**src/rtl/aliasreg_pkg.sv**
```systemverilog
package aliasreg_pkg;
  localparam int unsigned N_ENT   = 8;
  localparam int unsigned MANT_W  = 64;
  localparam int unsigned UPPER_W = 16;
  localparam int unsigned ENT_W   = MANT_W + UPPER_W;
  localparam int unsigned IDX_W   = $clog2(N_ENT);

  typedef logic [ENT_W-1:0] ent_t;
  typedef logic [MANT_W-1:0] mant_t;
  typedef logic [IDX_W-1:0] idx_t;

  function automatic ent_t simd_pack(input mant_t m);
    return {{UPPER_W{1'b1}}, m};
  endfunction
endpackage

```
**src/rtl/aliasreg_tos.sv**
```systemverilog
module aliasreg_tos
  import aliasreg_pkg::*;
#(
  parameter int unsigned NPORT = 3
) (
  input  logic clk,
  input  logic rst_n,
  input  logic push,
  input  logic pop,
  input  idx_t slot [NPORT],
  output idx_t phys [NPORT],
  output idx_t top
);
  idx_t top_q;

  always_ff @(posedge clk) begin
    if (!rst_n) top_q <= '0;
    else if (push && !pop) top_q <= top_q - idx_t'(1);
    else if (pop && !push) top_q <= top_q + idx_t'(1);
  end

  assign top = top_q;

  for (genvar p = 0; p < NPORT; p++) begin : g_map
    assign phys[p] = top_q + slot[p];
  end

  AST_PUSH_DEC: assert property (@(posedge clk) disable iff (!rst_n)
    (push && !pop) |=> top_q == idx_t'($past(top_q) - idx_t'(1)));
  AST_POP_INC: assert property (@(posedge clk) disable iff (!rst_n)
    (pop && !push) |=> top_q == idx_t'($past(top_q) + idx_t'(1)));
  AST_TOP_HOLD: assert property (@(posedge clk) disable iff (!rst_n)
    (push == pop) |=> $stable(top_q));
endmodule

```
**src/rtl/aliasreg_store.sv**
```systemverilog
module aliasreg_store
  import aliasreg_pkg::*;
(
  input  logic  clk,
  input  logic  rst_n,
  input  logic  fp_we,
  input  idx_t  fp_addr,
  input  ent_t  fp_data,
  input  logic  simd_we,
  input  idx_t  simd_addr,
  input  mant_t simd_data,
  output ent_t  ent [N_ENT]
);
  ent_t mem_q [N_ENT];

  for (genvar k = 0; k < N_ENT; k++) begin : g_ent
    logic hit_fp, hit_simd;
    assign hit_fp   = fp_we   && (fp_addr   == idx_t'(k));
    assign hit_simd = simd_we && (simd_addr == idx_t'(k));

    always_ff @(posedge clk) begin
      if (!rst_n) mem_q[k] <= '0;
      else if (hit_simd) mem_q[k] <= simd_pack(simd_data);
      else if (hit_fp) mem_q[k] <= fp_data;
    end

    assign ent[k] = mem_q[k];
  end

  AST_SIMD_UPPER: assert property (@(posedge clk) disable iff (!rst_n)
    simd_we |=> ent[$past(simd_addr)][ENT_W-1:MANT_W] == '1);
  AST_SIMD_MANT: assert property (@(posedge clk) disable iff (!rst_n)
    simd_we |=> ent[$past(simd_addr)][MANT_W-1:0] == $past(simd_data));
  AST_FP_STORE: assert property (@(posedge clk) disable iff (!rst_n)
    (fp_we && !(simd_we && simd_addr == fp_addr)) |=> ent[$past(fp_addr)] == $past(fp_data));
  AST_COLLIDE: assert property (@(posedge clk) disable iff (!rst_n)
    (fp_we && simd_we && simd_addr == fp_addr) |=> ent[$past(fp_addr)] == {{UPPER_W{1'b1}}, $past(simd_data)});
endmodule

```
**src/rtl/aliasreg_classify.sv**
```systemverilog
module aliasreg_classify
  import aliasreg_pkg::*;
(
  input  ent_t ent [N_ENT],
  output logic [N_ENT-1:0] tag
);
  for (genvar k = 0; k < N_ENT; k++) begin : g_tag
    assign tag[k] = &ent[k][ENT_W-1:MANT_W];
  end

  always_comb begin
    for (int k = 0; k < N_ENT; k++) begin
      AST_TAG_MATCH: assert (tag[k] == (ent[k][ENT_W-1:MANT_W] == '1));
    end
  end
endmodule

```
**src/rtl/aliasreg_file.sv**
```systemverilog
module aliasreg_file
  import aliasreg_pkg::*;
(
  input  logic        clk,
  input  logic        rst_n,
  input  logic        fp_we,
  input  logic [2:0]  fp_wr_slot,
  input  logic [79:0] fp_wdata,
  input  logic        fp_push,
  input  logic        fp_pop,
  input  logic [2:0]  fp_ra_slot,
  output logic [79:0] fp_ra_data,
  input  logic [2:0]  fp_rb_slot,
  output logic [79:0] fp_rb_data,
  input  logic        simd_we,
  input  logic [2:0]  simd_wr_reg,
  input  logic [63:0] simd_wdata,
  input  logic [2:0]  simd_ra_reg,
  output logic [63:0] simd_ra_data,
  input  logic [2:0]  simd_rb_reg,
  output logic [63:0] simd_rb_data,
  output logic [2:0]  top_ptr,
  output logic [7:0]  simd_tag
);
  localparam int unsigned P_WR = 0;
  localparam int unsigned P_RA = 1;
  localparam int unsigned P_RB = 2;
  localparam int unsigned NPORT = 3;

  idx_t slot [NPORT];
  idx_t phys [NPORT];
  idx_t top;
  ent_t ent [N_ENT];

  assign slot[P_WR] = fp_wr_slot;
  assign slot[P_RA] = fp_ra_slot;
  assign slot[P_RB] = fp_rb_slot;

  aliasreg_tos #(.NPORT(NPORT)) u_tos (
    .clk(clk), .rst_n(rst_n), .push(fp_push), .pop(fp_pop),
    .slot(slot), .phys(phys), .top(top)
  );

  aliasreg_store u_store (
    .clk(clk), .rst_n(rst_n),
    .fp_we(fp_we), .fp_addr(phys[P_WR]), .fp_data(fp_wdata),
    .simd_we(simd_we), .simd_addr(simd_wr_reg), .simd_data(simd_wdata),
    .ent(ent)
  );

  aliasreg_classify u_cls (.ent(ent), .tag(simd_tag));

  assign fp_ra_data   = ent[phys[P_RA]];
  assign fp_rb_data   = ent[phys[P_RB]];
  assign simd_ra_data = ent[simd_ra_reg][MANT_W-1:0];
  assign simd_rb_data = ent[simd_rb_reg][MANT_W-1:0];
  assign top_ptr      = top;

  AST_SIMD_KEEPS_TOP: assert property (@(posedge clk) disable iff (!rst_n)
    (simd_we && !fp_push && !fp_pop) |=> $stable(top_ptr));
  AST_CROSS_VIEW: assert property (@(posedge clk) disable iff (!rst_n)
    (simd_we && simd_ra_reg == simd_wr_reg && !fp_we) |=> simd_ra_data == $past(simd_wdata) || simd_ra_reg != $past(simd_wr_reg));
endmodule

```
**config.mk**
```make
export PLATFORM = sky130hd
export DESIGN_NAME = aliasreg_file
export DESIGN_NICKNAME = d
export VERILOG_FILES = /design/src/rtl/aliasreg_pkg.sv /design/src/rtl/aliasreg_tos.sv /design/src/rtl/aliasreg_store.sv /design/src/rtl/aliasreg_classify.sv /design/src/rtl/aliasreg_file.sv
export SDC_FILE = /design/constraint.sdc
export NUM_CORES = 2
export LEC_CHECK = 0
export BUFFER_PORTS_ARGS = -buffer_cell sky130_fd_sc_hd__buf_2
export CORE_MARGIN = 10
export CORE_UTILIZATION = 36
export CTS_CLUSTER_SIZE = 14
export DETAILED_ROUTE_END_ITERATION = 6
export SYNTH_ARGS = -nofsm -noshare
export SYNTH_HDL_FRONTEND = slang
export SYNTH_SLANG_ARGS = --single-unit
```
**constraint.sdc**
```tcl
create_clock -name clk -period 8.1 [get_ports clk]
set_input_delay 0.405 -clock clk [delete_from_list [all_inputs] [get_ports clk]]
set_output_delay 0.405 -clock clk [all_outputs]
set_load 0.05 [all_outputs]
```
# Word-level counts from Yosys, hierarchy flattened
# Memories as Yosys holds them, arrays and structs flattened.
# Index checks and enable logic that the tools add are counted.
# classes
n_lt_le_gt_ge	4
add_sub_neg	5
reduce_logical	31
n_shift	0
bitwise_logic	20
div_mod_pow	0
multipliers	0
muxes	87
eq_ne	14
# op_table
cell	n
$mux 80	20
$bmux 80 s3	4
$mux 64	4
$reduce_and 16->1	8
$mux 1	57
$eq 3x3->1 const B	8
$logic_and 1x1->1	18
$ge 4x4->1 const B	4
$not 3->4	4
$or 1x1->1	16
$eq 3x2->1 const B	4
$add 3x3->3	3
$eq 3x1->1 const B	2
$logic_not 3->1	2
$mux 3	2
$add 3x1->3 const B	1
$sub 3x1->3 const B	1
$logic_not 1->1	2
$reduce_bool 2->1	1
# word_totals
in_bits	168
register_bits	3
out_inout_bits	299
latch_bits	0
ram_bits	640
memories	1
romBits	0
word_cells	163
# mem_list
memory	words	word_bits	read_ports	rd_clocked_by_memory_dff	write_ports	line_no	rtl
u_store.mem_q	8	80	8	0	8	aliasreg_store.sv:14	ent_t mem_q [N_ENT];

# Depth between registers and ports, before layout
# logic_depth
word_depth	8
mapped_depth	8
ltp_nobuf	7

# Modules after synthesis
# A second synthesis with hierarchy kept.
# unflattened
cells_unflattened	2932
hier_area_um2	44209.9
# by_module_without_submodules
mod	n_inst	cells_per_inst	seq_area_each_um2	area_each_um2
aliasreg_store	1	1835	19218.4	26516.7
aliasreg_file	1	1024	0.0	17066.4
aliasreg_tos	1	33	60.1	326.6
aliasreg_classify	1	40	0.0	300.3

# Worst setup path before layout
# OpenSTA, ideal clock, no wires.
# synth_path
path_type	flip-flop to flip-flop
start	reg u_tos.top_q[0], in the netlist u_tos.top[0]
end	mem u_store.mem_q[0][100] (netlist name), enable pin
stages_incl_launch_ff	6
required_time_ns	7.470
arrival_time_ns	7.604
setup_ns	0.630
path_buffers	1
synth_period_minus_slack_ns	8.234
setup_slack_ns	-0.134
path_cell_list	dfxtp_1 -> ha_1 -> fa_1 -> xor3_4 -> clkbuf_1 -> o21ai_0
# synth_lines
item	line_no	rtl
start: declaration	aliasreg_tos.sv:14	idx_t top_q;
start signal: assignment	aliasreg_tos.sv:18	else if (push && !pop) top_q <= top_q - idx_t'(1);
start signal: assignment	aliasreg_tos.sv:19	else if (pop && !push) top_q <= top_q + idx_t'(1);
end: declaration	aliasreg_store.sv:14	

# Final worst setup path
# layout_path
start	reg u_tos.top_q[0], in the netlist u_tos.top[0]
end	out fp_ra_data[4]
# layout_between
elab_chain_cells	5
# layout_rtl
item	line_no	rtl
$add 3x3->3	aliasreg_tos.sv:25	assign phys[p] = top_q + slot[p];
$not 3->4 (not written as such)	aliasreg_file.sv:53	assign fp_ra_data = ent[phys[P_RA]];
$bmux 80 s3	aliasreg_file.sv:53	
$mux 80 (not written as such) (2 in series)	aliasreg_file.sv:53	
end: declaration	aliasreg_file.sv:12	output logic [79:0] fp_ra_data,
# Every way passes these cells. The select of a mux whose other input is x is not followed.

==> impl_metrics.ini <==
[status]
status = finished, final reports clean

[placed_design]
hpwl_mm = 103
place_ws_ps = 3820
port_buffers = 466
routabilityCongestion = 0.813

[detailed_routing]
routed_wl_mm = 174
postRouteAntennaNets = 0
wl_per_cell_um = 36.5
via_per_inst = 6.66
drtIter0Drc = 4060
route.detailed.drc = 0
vias = 31827
dr.pass1.iters = 5

[worst_setup_path]
critPathLaunchType = flop
critPathMaxFanout = 56
r2r_slack_ps = 3930
crit_path_end_kind = output pin
critPathKind = reg2out
arrival_ps = 4410
r2r_start = u_tos.top[0]
r2r_end = u_store.mem_q[1][17]
reg2regPathDepth = 7
crit_required_ps = 7700

[clock_tree]
post_cts_resized = 0
clock_path_buffers = 3
cts_made_buffers = 76
ctsHoldBuffers = 0
root_buffer = clkbuf_16
cts_tree = yes
cts.sinks = 643
path_clk_slew_ps = 60
postCtsSetupRepairBufs = 0
htreeDepth = 3
insertion_delay_ps = 670

[layout]
seqCellArea_um2 = 19300
drive_above_1_share_pct = 55.5
syn_to_final_growth_pct = 13.5
fillers = 11200
final_cell_mix = edfxtp_1 (640), mux4_2 (576), buf_2 (459)
multiInputGateArea_um2 = 23400
finalNetCount = 3241
final_common_cell = edfxtp_1

[floorplan]
die_h_um = 371
row_count = 128
pin_count = 467
core-area_um2 = 122000
initial_core_util_pct = 36.3
die_area_um2 = 137000
die_w_um = 371

[global_routing]
grt_pass1_vias = 32300
grtUsageTotal_pct = 24.5
grt_start_max_net_pins = 97
overflow = 0
antenna_found_initial = 44
grt_pass1_wl_mm = 244

[synth]
synth_cell_types = 40
ys_ff_latch = 643
yosysSeqAreaShare_pct = 43.6
synth_area_um2 = 44300
async_reset_ff_share_pct = 0
syn_inst = 2853
avgSynthCellArea_um2 = 15.5
synth_area_leaders = edfxtp_1 (43%), mux4_2 (29%), mux2_2 (7.3%), a22o_2 (4.3%), a22o_1 (3.8%)
synth_nets = 3029
yosys.area.top_type_share_pct = 43.4
synth-edff-count = 640
synth_ff_type = edfxtp_1
yosys_warnings = 0
synth_top_area_cell = edfxtp_1

[sta]
drv_slew = 0
fin_ws_ps = 3290
relSlewSlack_pct = 21.1
worst_clock_skew_ps = 16.4
hold_viol = 0
period_minus_slack_ps = 4810
finalCritPeriodShare_pct = 59.4
clock.fmax_mhz = 208
rsz0062_at_grt = no
setup_violations = 0
tightestPinTransition_ps = 1180
finalSetupTns_ps = 0

[worst_hold_path]
holdPathEnd = u_store.mem_q[0][87]
worst_hold_path_type = in2reg
hold_depth = 2
hold_path.startpoint = simd_wdata[7]

[power]
leakage_nw = 19.2
max-vdd-ir-drop_v = 0.000234
power.density_nw_per_um2 = 261

[run]
maxCapViolations = 0
[kinds of logic (layout without fill, tap and decap cells)]
family | after synthesis | count (layout) | synth area share [%]
buffers and inverters | 403 | 671 | 4.12
DFF | 643 | 643 | 43.6
muxes | 864 | 864 | 36.6
AOI/OAI and AO/OA | 649 | 649 | 12.2
and+or+nand+nor | 278 | 278 | 2.96
xor gates and xnor gates | 8 | 8 | 0.235
other | 0 | 30 | 0
adders and majority gates | 8 | 8 | 0.294
[power by group]
| group | switching [mW] | internal (mW) |
|---|---|---|
| logic | 3.47 | 1.88 |
| registers | 0.250 | 3.99 |
| clock network | 1.48 | 2.04 |
[worst max path at each step]
stage / slack, ps / start / cells after the start / end
2_1_floorplan: -130 / u_tos.top[0] / 5 / u_store.mem_q[0][100]
3_3_place_gp: 3890 / fp_wr_slot[0] / 7 / u_store.mem_q[1][18]
3_5_place_dp: 3820 / fp_wr_slot[0] / 7 / u_store.mem_q[1][15]
4_1_cts: 3270 / u_tos.top[0] / 6 / fp_ra_data[26]
5_1_grt: 3180 / u_tos.top[0] / 6 / fp_ra_data[26]
6_report: 3290 / u_tos.top[0] / 6 / fp_ra_data[4]
[per-layer routing]
layer	vias up	share of wire, %	track usage [%]
met4	26	3.3	9.17
li1	12691	-	-
met3	356	11	6.48
met1	16712	38	32.2
met2	2042	47	38.9
met5	-	0.092	0
[state kept, by name, summed over array words and instances (netlist names)]
signal,cells
u_store.mem_q,640
u_tos.top,3
[synth_stat cells (all sizes together), types with 4 or more instances]
cell type  number
nor2           13
xor2            4
mux2          288
o21ai          15
nand2         188
a21o          128
inv             5
fa              4
nor4            8
nand4          41
buf           201
clkbuf        197
nor3            9
o22ai         120
ha              4
edfxtp        640
mux4          576
a22o          384
[cell type report]
type,count,share of cell area [%]
Antenna cell,30,0.149
Clock buffer,84,3.84
Clock inverter,50,1.12
Inverter,5,0.0374
Multi-Input combinational cell,1807,46.6
Sequential cell,643,38.4
Tap cell,1625,4.05
Timing Repair Buffer,532,5.83
[critical path, cell delays in order (launching register included)]
cell	delay, ps
dfxtp_1	420
ha_4	210
fa_4	1230
buf_4	780
mux4_2	420
mux2_2	320
buf_2	220
[metrics by stage]
stage | cell area, um2 | utilization [%] | hold slack (ps) | power, mW | instances
after floorplan | 44300 | - | 614 | 8.20 | 2853
after global placement | 47700 | 39.1 | 665 | 9.63 | 4612
after detailed placement | 47700 | 39.1 | 679 | 9.66 | 4612
after CTS | 50200 | 41.1 | 76.2 | 13.2 | 4746
after global routing | 50200 | 41.1 | 120 | 13.5 | 4762
final | 50200 | 41.2 | 132 | 13.1 | 4776
Note: power is estimated with default switching activity, not from simulation.
